<file path="src/rtl/i2c_stat_pkg.sv">
package i2c_stat_pkg;

    localparam int STAT_W = 8;

    typedef struct packed {
        logic busy;
        logic rstart;
        logic arb_lost;
        logic nack;
        logic xmit;
        logic slave_hit;
        logic gen_call;
        logic first;
    } stat_t;

    typedef struct packed {
        logic start;
        logic stop;
        logic scl_rise;
        logic sda;
    } bus_ev_t;

    typedef struct packed {
        logic arb_lost;
        logic addr_hit;
        logic addr_miss;
        logic gcall;
        logic irq_clr;
        logic master_req;
        logic master;
    } core_ev_t;

    // set has priority over clear
    function automatic logic flag_upd(logic cur, logic set, logic clr);
        return set ? 1'b1 : (clr ? 1'b0 : cur);
    endfunction

    // a master sending a write address transmits; a slave asked to read transmits
    function automatic logic xmit_dir(logic master, logic rw);
        return master ? ~rw : rw;
    endfunction

endpackage

</file>
<file path="src/rtl/i2c_line_sync.sv">
module i2c_line_sync #(
    parameter int STAGES = 2
) (
    input  logic clk,
    input  logic rst,
    input  logic din,
    output logic dout
);
    logic [STAGES-1:0] chain;

    generate
        if (STAGES == 1) begin : g_one
            always_ff @(posedge clk) begin
                if (rst) chain <= '1;
                else     chain <= din;
            end
        end else begin : g_many
            always_ff @(posedge clk) begin
                if (rst) chain <= '1;
                else     chain <= {chain[STAGES-2:0], din};
            end
        end
    endgenerate

    assign dout = chain[STAGES-1];
endmodule

</file>
<file path="src/rtl/i2c_cond_det.sv">
module i2c_cond_det
    import i2c_stat_pkg::*;
#(
    parameter int SYNC_STAGES = 2
) (
    input  logic    clk,
    input  logic    rst,
    input  logic    scl_i,
    input  logic    sda_i,
    output bus_ev_t ev
);
    logic scl_s, sda_s, scl_q, sda_q;

    i2c_line_sync #(.STAGES(SYNC_STAGES)) u_scl (
        .clk(clk), .rst(rst), .din(scl_i), .dout(scl_s)
    );
    i2c_line_sync #(.STAGES(SYNC_STAGES)) u_sda (
        .clk(clk), .rst(rst), .din(sda_i), .dout(sda_s)
    );

    always_ff @(posedge clk) begin
        if (rst) begin
            scl_q <= 1'b1;
            sda_q <= 1'b1;
        end else begin
            scl_q <= scl_s;
            sda_q <= sda_s;
        end
    end

    always_comb begin
        ev.start    = scl_s & scl_q & sda_q & ~sda_s;
        ev.stop     = scl_s & scl_q & ~sda_q & sda_s;
        ev.scl_rise = scl_s & ~scl_q;
        ev.sda      = sda_s;
    end
endmodule

</file>
<file path="src/rtl/i2c_bit_cnt.sv">
module i2c_bit_cnt #(
    parameter int BITS_PER_BYTE = 9
) (
    input  logic clk,
    input  logic rst,
    input  logic start,
    input  logic stop,
    input  logic scl_rise,
    output logic rw_stb,
    output logic ack_stb
);
    localparam int CNT_W = $clog2(BITS_PER_BYTE);
    localparam logic [CNT_W-1:0] LAST = CNT_W'(BITS_PER_BYTE - 1);
    localparam logic [CNT_W-1:0] RWB  = CNT_W'(BITS_PER_BYTE - 2);

    logic [CNT_W-1:0] cnt;
    logic             addr_phase;

    assign ack_stb = scl_rise & ~start & (cnt == LAST);
    assign rw_stb  = scl_rise & ~start & addr_phase & (cnt == RWB);

    always_ff @(posedge clk) begin
        if (rst) begin
            cnt        <= '0;
            addr_phase <= 1'b0;
        end else begin
            if (start)
                cnt <= '0;
            else if (scl_rise)
                cnt <= (cnt == LAST) ? '0 : cnt + 1'b1;

            if (start)
                addr_phase <= 1'b1;
            else if (ack_stb || stop)
                addr_phase <= 1'b0;
        end
    end
endmodule

</file>
<file path="src/rtl/i2c_flag_reg.sv">
module i2c_flag_reg
    import i2c_stat_pkg::*;
(
    input  logic     clk,
    input  logic     rst,
    input  logic     start,
    input  logic     stop,
    input  logic     sda,
    input  logic     rw_stb,
    input  logic     ack_stb,
    input  core_ev_t cev,
    output stat_t    stat
);
    stat_t nxt;
    logic  cond;

    always_comb begin
        cond          = start | stop;
        nxt.busy      = flag_upd(stat.busy, start, stop);
        nxt.rstart    = flag_upd(stat.rstart, start & stat.busy,
                                 cev.irq_clr | cev.addr_miss | stop | (start & ~stat.busy));
        nxt.arb_lost  = flag_upd(stat.arb_lost,
                                 cev.arb_lost | (cev.master_req & stat.busy & ~cev.master),
                                 cev.irq_clr);
        nxt.nack      = ack_stb ? sda : (cond ? 1'b0 : stat.nack);
        nxt.xmit      = rw_stb ? xmit_dir(cev.master, sda) : stat.xmit;
        nxt.slave_hit = flag_upd(stat.slave_hit, cev.addr_hit & ~cev.master, cond);
        nxt.gen_call  = flag_upd(stat.gen_call, cev.gcall & ~cev.master, cond);
        nxt.first     = flag_upd(stat.first, start, cev.irq_clr | cev.addr_miss);
    end

    always_ff @(posedge clk) begin
        if (rst) stat <= '0;
        else     stat <= nxt;
    end
endmodule

</file>
<file path="src/rtl/i2c_stat_track.sv">
module i2c_stat_track
    import i2c_stat_pkg::*;
#(
    parameter int SYNC_STAGES   = 2,
    parameter int BITS_PER_BYTE = 9
) (
    input  logic              clk,
    input  logic              rst,
    input  logic              scl_i,
    input  logic              sda_i,
    input  logic              arb_lost_i,
    input  logic              addr_hit_i,
    input  logic              addr_miss_i,
    input  logic              gcall_i,
    input  logic              master_i,
    input  logic              irq_clr_i,
    input  logic              master_req_i,
    output logic [STAT_W-1:0] status_o
);
    bus_ev_t  bev;
    core_ev_t cev;
    stat_t    stat;
    logic     rw_stb, ack_stb;

    assign cev = '{arb_lost: arb_lost_i, addr_hit: addr_hit_i, addr_miss: addr_miss_i,
                   gcall: gcall_i, irq_clr: irq_clr_i, master_req: master_req_i,
                   master: master_i};

    i2c_cond_det #(.SYNC_STAGES(SYNC_STAGES)) u_det (
        .clk(clk), .rst(rst), .scl_i(scl_i), .sda_i(sda_i), .ev(bev)
    );

    i2c_bit_cnt #(.BITS_PER_BYTE(BITS_PER_BYTE)) u_cnt (
        .clk(clk), .rst(rst), .start(bev.start), .stop(bev.stop),
        .scl_rise(bev.scl_rise), .rw_stb(rw_stb), .ack_stb(ack_stb)
    );

    i2c_flag_reg u_flags (
        .clk(clk), .rst(rst), .start(bev.start), .stop(bev.stop), .sda(bev.sda),
        .rw_stb(rw_stb), .ack_stb(ack_stb), .cev(cev), .stat(stat)
    );

    assign status_o = stat;
endmodule

</file>
<file path="config.mk">
export PLATFORM = sky130hd
export DESIGN_NAME = i2c_stat_track
export DESIGN_NICKNAME = d
export VERILOG_FILES = /design/src/rtl/i2c_stat_pkg.sv /design/src/rtl/i2c_line_sync.sv /design/src/rtl/i2c_cond_det.sv /design/src/rtl/i2c_bit_cnt.sv /design/src/rtl/i2c_flag_reg.sv /design/src/rtl/i2c_stat_track.sv
export SDC_FILE = /design/constraint.sdc
export NUM_CORES = 1
export LEC_CHECK = 0
export ABC_AREA = 1
export BUFFER_PORTS_ARGS = -buffer_cell sky130_fd_sc_hd__buf_2
export CAP_MARGIN = 20
export CORE_MARGIN = 2
export CORE_UTILIZATION = 50
export CTS_CLUSTER_SIZE = 28
export DETAILED_ROUTE_END_ITERATION = 10
export PLACE_DENSITY = 0.72
export SLEW_MARGIN = 20
export SYNTH_ARGS = -nofsm -noshare
export SYNTH_HDL_FRONTEND = slang
export SYNTH_HIERARCHICAL = 1
export SYNTH_SLANG_ARGS = --single-unit
</file>
<file path="constraint.sdc">
create_clock -name clk -period 1.5 [get_ports clk]
set_input_delay 0.075 -clock clk [delete_from_list [all_inputs] [get_ports clk]]
set_output_delay 0.075 -clock clk [all_outputs]
set_load 0.1 [all_outputs]
</file>
# Word-level counts from Yosys, hierarchy flattened
# Cells that the tools add are included.
dict set report totals {
  regBits 19
  in_bits 11
  elab_cells 70
}
dict set report op_classes {
  addsub 1
  eq_ne 2
  muxes 16
  bitwise 27
  reduce_logical 10
}
# cell n
set ops {}
lappend ops {{$and 1x1->1} 16}
lappend ops {{$reduce_bool 2->1} 8}
lappend ops {{$mux 1} 15}
lappend ops {{$not 1->1} 6}
lappend ops {{$or 1x1->1} 5}
lappend ops {{$add 4x1->4 const B} 1}
lappend ops {{$eq 4x3->1 const B} 1}
lappend ops {{$eq 4x4->1 const B} 1}
lappend ops {{$mux 4} 1}
lappend ops {{$reduce_or 2->1} 1}
lappend ops {{$logic_or 1x1->1} 1}

# Longest topological paths before layout
# Gate-level depths: netlist (run 1).
dict set report logic_depth {
  ltp_word 9
  mapped_depth 10
}

# By module
# The synthesis (run 1) kept the hierarchy.
# mod instances cells_per_inst area_per_inst_um2 seq_area_each_um2
set by_module_without_submodules {}
lappend by_module_without_submodules {i2c_flag_reg 1 42 329.1 160.2}
lappend by_module_without_submodules {i2c_bit_cnt 1 40 270.3 100.1}
lappend by_module_without_submodules {i2c_line_sync 2 7 58.8 40.0}
lappend by_module_without_submodules {i2c_cond_det 1 15 92.6 40.0}

# Worst setup path after synthesis (run 1)
# No wires, ideal clock.
dict set report synth_path {
  path_type {reg2reg}
  startpoint {register u_flags/stat[7] (netlist name)}
  endpoint {register u_flags/stat[6] (netlist name)}
  arrival_time_ps 1260
  t_required_ps 1433
  setup_slack_ps 172
  stages_incl_launch_ff 3
  cell_sequence {dfxtp_1 nand2_1 a21oi_2}
}
dict set report synth_via {
  elab_chain_cells 4
  word_cells_on_any_way 6
  classes_between {mux: 1; bitwise: 4; reduce/logical: 1}
}
# element line
set synth_lines {}
lappend synth_lines {{$not 1->1} i2c_flag_reg.sv:21} ;# cev.irq_clr | cev.addr_miss | stop | (start & ~stat.busy));
lappend synth_lines {{$and 1x1->1} i2c_flag_reg.sv:21}
lappend synth_lines {{$or 1x1->1} i2c_flag_reg.sv:21}
lappend synth_lines {{$reduce_bool 2->1 (no line)} n/a}
# Several ways; a longest one is shown, not always the timed one.
# A chain may end at the register's enable or synchronous reset.

==> results of run 1 <==
per-stage QoR:
stage | setup WS, ns | utilization, %
global route | 0.0781 | 64.3
finish | 0.277 | 64.3
detailed placement | 0.304 | 61.2
floorplan | 0.172 | -
global placement | 0.344 | 61.2
CTS | 0.279 | 64.3
per-layer routing:
metal  track usage [%]  wire length (um)  vias up  part of all wire [%]
li1                  -                 -      383                     -
met1              23.7               719      293                    50
met2              28.5               644       13                    45
met3              2.45                58        2                   4.0
met4              11.5                21        0                   1.5
met5                 0                 0        -                     0
flip-flops by register name, indices dropped and copies added, names as in the netlist:
register	count
u_cnt/cnt	4
u_det/scl_q	1
u_det/u_scl/chain	2
u_cnt/addr_phase	1
u_flags/stat	8
u_det/u_sda/chain	2
u_det/sda_q	1
layout make-up:
class	count	area, um2
fillers	143	538
inverters	24	90.1
well taps	16	20.0
flip-flops and latches	19	380
clock buffers	4	26.3
multi-input cells	66	327
repair buffers	22	125
where the power goes:
group / leakage, uW / internal (uW) / switching (uW)
registers: 0.000155 / 522 / 9.62
clock network: 0.0000150 / 103 / 144
logic: 0.000316 / 36.5 / 99.8
total: 0.000487 / 661 / 254
logic make-up after synthesis:
kind of cell	after synthesis	share of synthesized area, %
and+or+nand+nor	51	27.8
buffers and inverters	26	12.7
DFF	19	47.0
AOI/OAI and AO/OA	12	8.35
adders and majority gates	2	3.09
xor gates and xnor gates	1	1.08
worst min-delay path, delay by kind of cell:
| family | cells | cell delay, ns |
|---|---|---|
| buffers and inverters | 1 | 0.09 |
| AND/OR/NAND/NOR | 1 | 0.05 |
| AO/OA/AOI/OAI | 1 | 0.05 |
placed cells by master, fill, tap and decap left out:
master / count
nand3_2: 2
clkbuf_4: 3
nor3_1: 2
nand3_1: 3
dlygate4sd3_1: 2
ha_1: 2
nand4_1: 2
a21oi_1: 8
clkbuf_1: 1
buf_4: 2
inv_1: 24
o21ai_0: 1
nor2_4: 1
nand2_1: 28
a21oi_2: 2
xor2_1: 1
buf_2: 18
nor2_1: 12
dfxtp_1: 19
nand2_2: 1
o21ai_1: 1
final timing paths:
path	start	cells past startpoint	slack [ns]	end
setup / recovery	u_det/u_sda/chain[1]$_SDFF_PP1_	10	0.28	u_flags/stat[3]$_SDFFE_PP0P_
hold / removal	gcall_i	3	0.02	u_flags/stat[1]$_SDFFE_PP0P_
setup reg to reg	u_det/u_sda/chain[1]$_SDFF_PP1_	10	0.28	u_flags/stat[3]$_SDFFE_PP0P_
hold reg to reg	u_det/u_sda/chain[0]$_SDFF_PP1_	2	0.42	u_det/u_sda/chain[1]$_SDFF_PP1_
==> flow_metrics.py, run 1 <==
metrics = {
    "route": {
        "totalWireLength_um": 1440,
        "vias_per_cell": 4.58,
        "drc": 0,
        "ant_nets": 0,
        "num_vias": 691,
        "first_iter_violations": 19,
        "avgRoutedWirePerCell_um": 9.56,
        "drtPass1Iterations": 4,
    },
    "sta": {
        "tns_ns": 0,
        "setup-violations-final": 0,
        "tightest_slew_ns": 0.487,
        "finalCritPeriodShare_pct": 81.6,
        "maxSlewViolCount": 0,
        "timing.hold.ws_ns": 0.0238,
        "fmax_ghz": 0.817,
        "hold_viol_final": 0,
        "fin_skew_ns": 0.000806,
        "rsz0062_at_grt": "false",
        "relSlewSlack_pct": 67.8,
        "period_minus_slack_ns": 1.22,
    },
    "yosys": {
        "synthArstFlopShare_pct": 0,
        "avgSynthCellArea_um2": 7.29,
        "yosysMostFrequentCell": "nand2_1",
        "synth_top_area_share_pct": 47.0,
        "netlist_top_cells_count": "nand2_1, inv_1, dfxtp_1",
        "ys_ff_latch": 19,
        "syn_inst": 111,
        "synth-edff-count": 0,
        "syn_area_um2": 810,
        "syn-num-nets": 124,
        "synth_top_flop_cell": "dfxtp_1",
        "synth_area_leaders": "dfxtp_1, nand2_1, inv_1",
        "ys_types": 18,
        "synth_area_leader_cell": "dfxtp_1",
        "ys_seq_area_share_pct": 47.0,
        "ys_warn_count": 6,
    },
    "clock_network": {
        "cts_made_buffers": 3,
        "cts.sinks": 19,
        "ctsResizeCount": 0,
        "cts_tree": "built",
        "clockBufferDepth": 2,
        "insertion_delay_ns": 0.29,
        "holdBufCountCts": 2,
        "root_buffer": "clkbuf_4",
        "ctsHtreeMaxLevel": 1,
        "cts_setup_buffers": 0,
        "path_clk_slew_ns": 0.10,
    },
    "grt": {
        "grt_first_pass_wirelength_um": 2620,
        "antenna_found_initial": 0,
        "grt_max_degree": 14,
        "grt_util_all_layers_pct": 18.3,
        "grt_overflow_total": 0,
        "grt_pass1_vias": 684,
    },
    "floorplanning": {
        "die_h_um": 44.2,
        "coreArea_mm2": 0.00151,
        "rows": 14,
        "start_util_pct": 53.7,
        "die_area_mm2": 0.00196,
        "die_x_um": 44.2,
        "ios": 19,
    },
    "critical_path": {
        "crit_family": "simple AND/OR/NAND/NOR gates",
        "crit_path_cell_trace": "inv_1 > nand2_1 > nor2_1 > inv_1 > nand4_1 > nor3_1 > nor2_1 > nor2_1 > nand2_1 > inv_1",
        "crit_buf_inv": 3,
        "startpoint_type": "register",
        "crit_type": "register to register",
        "cpMaxStageDelayCell": "dfxtp_1",
        "cpPeakStageDelay_ns": 0.40,
        "arrival_ns": 1.47,
        "cp_max_fo": 5,
        "crit_required_ns": 1.74,
        "cp-end-kind": "register",
    },
    "cells_and_area": {
        "antenna_cells": 0,
        "final_nets": 149,
        "postLayoutCellArea_um2": 968,
        "fin_cells": 151,
        "syn_to_final_growth_pct": 19.6,
        "drive_gt1_share_pct": 21.5,
    },
    "placed_design": {
        "placed_area_um2": 922,
        "place.gp.congestion": 0.743,
        "hpwl_um": 1120,
        "numPortBuffers": 18,
        "place_inst": 145,
    },
    "pwr": {
        "p_leak_uw": 0.000487,
        "power_density_mw_per_mm2": 945,
        "ir_worst_vdd_mv": 0.704,
        "power.total_uw": 915,
    },
    "min_path": {
        "hold_path_class": "input port to register",
    },
    "run_status": {
        "status": "finished clean",
    },
    "run": {
        "drv_cap": 0,
    },
}
Note: power is estimated with default switching activity, not from simulation.
==> run 2, diff against run 1 <==
- ABC_AREA: 1 -> 0
- clock period: 1.5 -> 1.3 ns (I/O delays scaled with it)
==> run 2 against run 1 <==
Against the previous run: largest cell class is now multi-input gates; worst setup slack worse by 0.43 ns; global-route usage is 0.47 points lower; maximum frequency is 16% lower; die area is 1.3% lower; clock skew is 0.0032 ns higher; combinational power is 33% higher; synthesized cell count is 30% lower; the flow now finishes with violations (negative setup slack); critical path depth is 5 lower; sequential cell count stayed put; non-clock buffer count is 15 higher; final cell count is 13% lower; first-iteration DRC count is 32% higher.
==> flow_metrics.py, run 2 <==
metrics = {
    "grt": {
        "grt_pass1_vias": 643,
        "antenna_found_initial": 0,
        "grt.busiest_layer": "met2",
        "grt_overflow_total": 0,
        "met2_usage_pct": 29.7,
        "grtUsageMet1_pct": 22.1,
        "grt_first_pass_wirelength_um": 2550,
        "grtUsageMet3_pct": 3.75,
        "grt_util_all_layers_pct": 17.8,
        "grt_max_degree": 18,
    },
    "placed_design": {
        "place.gp.congestion": 0.704,
        "numPortBuffers": 18,
        "hpwl_um": 1050,
        "placed_area_um2": 986,
    },
    "critical_path": {
        "crit_type": "register to register",
        "crit_start": "u_det/u_sda/chain[1]$_SDFF_PP1_",
        "crit_required_ns": 1.52,
        "r2r_cells": 5,
        "reg2reg_slack_ns": -0.15,
        "cp_max_fo": 7,
        "arrival_ns": 1.67,
        "worst_r2r_endpoint": "u_flags/stat[1]$_SDFFE_PP0P_",
        "startpoint_type": "register",
        "cp-end-kind": "register",
        "rr_startpoint": "u_det/u_sda/chain[1]$_SDFF_PP1_",
    },
    "sta": {
        "fin_skew_ns": 0.00397,
        "maxSlewViolCount": 0,
        "rsz0062_at_grt": "true",
        "tightest_slew_ns": 0.484,
        "hold_viol_final": 0,
        "fmax_ghz": 0.689,
        "period_minus_slack_ns": 1.45,
        "relSlewSlack_pct": 67.9,
        "finalCritPeriodShare_pct": 112,
        "setup-violations-final": 5,
        "tns_ns": -0.560,
        "setup_ws_ns": -0.151,
    },
    "yosys": {
        "syn_area_um2": 798,
        "synth_area_leader_cell": "dfxtp_1",
        "syn-num-nets": 91,
        "ys_seq_area_share_pct": 47.6,
        "synth-edff-count": 0,
        "syn_inst": 78,
        "ys_types": 29,
        "yosysMostFrequentCell": "dfxtp_1",
        "ys_warn_count": 6,
        "ys_ff_latch": 19,
        "synthArstFlopShare_pct": 0,
        "synth_area_leaders": "dfxtp_1, or2_1, a21oi_1",
        "synth_top_area_share_pct": 47.6,
        "avgSynthCellArea_um2": 10.2,
        "netlist_top_cells_count": "dfxtp_1, nor2_1, or2_1",
        "synth_top_flop_cell": "dfxtp_1",
    },
    "cells_and_area": {
        "antenna_cells": 0,
        "largest_reg_flops": 8,
        "fin_util_pct": 73.7,
        "top_register": "u_flags/stat",
        "final_common_cell": "buf_2",
        "drive_gt1_share_pct": 53.4,
        "syn_to_final_growth_pct": 39.0,
        "final_nets": 130,
        "final_cell_mix": "buf_2, buf_4, dfxtp_2",
        "postLayoutCellArea_mm2": 0.00111,
        "reg_top3": "u_flags/stat x8, u_cnt/cnt x4",
    },
    "pwr": {
        "ir_worst_vdd_mv": 0.558,
        "power_density_mw_per_mm2": 972,
        "p_leak_uw": 0.000522,
    },
    "route": {
        "ant_nets": 0,
        "first_iter_violations": 25,
        "totalWireLength_um": 1580,
        "drtPass1Iterations": 4,
        "avgRoutedWirePerCell_um": 12.0,
        "vias_per_cell": 5.12,
        "num_vias": 676,
        "drc": 0,
    },
    "clock_network": {
        "cts.sinks": 19,
        "cts_tree": "built",
        "cts_made_buffers": 3,
        "root_buffer": "clkbuf_4",
        "path_clk_slew_ns": 0.10,
        "clockBufferDepth": 2,
        "ctsHtreeMaxLevel": 1,
        "insertion_delay_ns": 0.28,
    },
    "floorplanning": {
        "die_area_mm2": 0.00193,
        "ios": 19,
        "rows": 14,
        "die_x_um": 44.0,
        "start_util_pct": 53.0,
        "coreArea_mm2": 0.00151,
        "die_h_um": 44.0,
    },
    "min_path": {
        "hp-start": "addr_hit_i",
        "min_to": "u_flags/stat[2]$_SDFFE_PP0P_",
        "hold_path_class": "input port to register",
        "holdPathStages": 3,
    },
    "run": {
        "drv_cap": 0,
    },
    "run_status": {
        "violations": "negative setup slack",
        "status": "finished with violations",
    },
}
run 2: changes by cell type in the layout (fill, tap and decap cells not counted), moves of 3 or more:
cell / previous run / this run
inv_1: 24 / 5
buf_4: 2 / 14
or2_1: 0 / 6
dfxtp_1: 19 / 7
dfxtp_2: 0 / 11
nand2b_1: 0 / 4
nand3_1: 3 / 0
nor2_1: 12 / 6
nand2_1: 28 / 4
a21oi_1: 8 / 3
run 2: report_power, final:
group          switching (uW)  internal, uW
Sequential               10.2           602
Combinational             114          67.3
Clock                     167           119
run 2: worst max path at each step:
stage / end / cells after the start
after global routing: u_flags/stat[1]$_SDFFE_PP0P_ / 5
after CTS: u_flags/stat[6]$_SDFFE_PP0P_ / 3
final: u_flags/stat[1]$_SDFFE_PP0P_ / 5
after floorplan: u_flags/stat[6]$_SDFFE_PP0P_ / 2
after global placement: u_flags/stat[6]$_SDFFE_PP0P_ / 3
after detailed placement: u_flags/stat[1]$_SDFFE_PP0P_ / 4
run 2: timing repair:
action                     in CTS  in global routing
pin swaps                       4                  3
setup buffers                   2                  2
hold buffers                    3                  1
hold endpoints to repair        3                  1
setup endpoints to repair       5                  5
resized for setup               7                  4
run 2: kinds of logic after synthesis:
group / after synthesis / synth area share (%)
xor+xnor: 4 / 4.39
fa+ha+maj: 2 / 3.13
buf+inv: 8 / 5.64
flops: 19 / 47.6
simple gates: 35 / 30.3
mux: 1 / 1.25
compound gates: 9 / 7.68
run 2: layout make-up:
class | instances | area (um2)
multi-input combinational | 51 | 400
sequential | 19 | 398
fill | 109 | 397
timing repair buffer | 37 | 246
clock buffer | 4 | 26.3
tap | 16 | 20.0
inverter | 5 | 18.8
run 2: critical path, stage by stage, from the launching register on:
cell and delay (ns):
dfxtp_2 0.36, and4b_2 0.27, buf_4 0.15, buf_6 0.10, or3b_4 0.38, a21oi_2 0.12
run 2: through the flow:
step	hold WS (ns)	total power (uW)	std cells	setup slack, ns
after floorplan	0.137	738	78	-0.130
after global placement	0.247	782	120	-0.107
after detailed placement	0.250	783	120	-0.134
after CTS	-0.0119	1090	129	-0.102
after global routing	0.0161	1130	132	-0.196
final	0.0190	1080	132	-0.151
run 2: layer usage:
layer	routed length, um	vias to the layer above
li1	-	343
met1	778	311
met2	730	20
met3	64	2
met4	10	0
met5	0	-
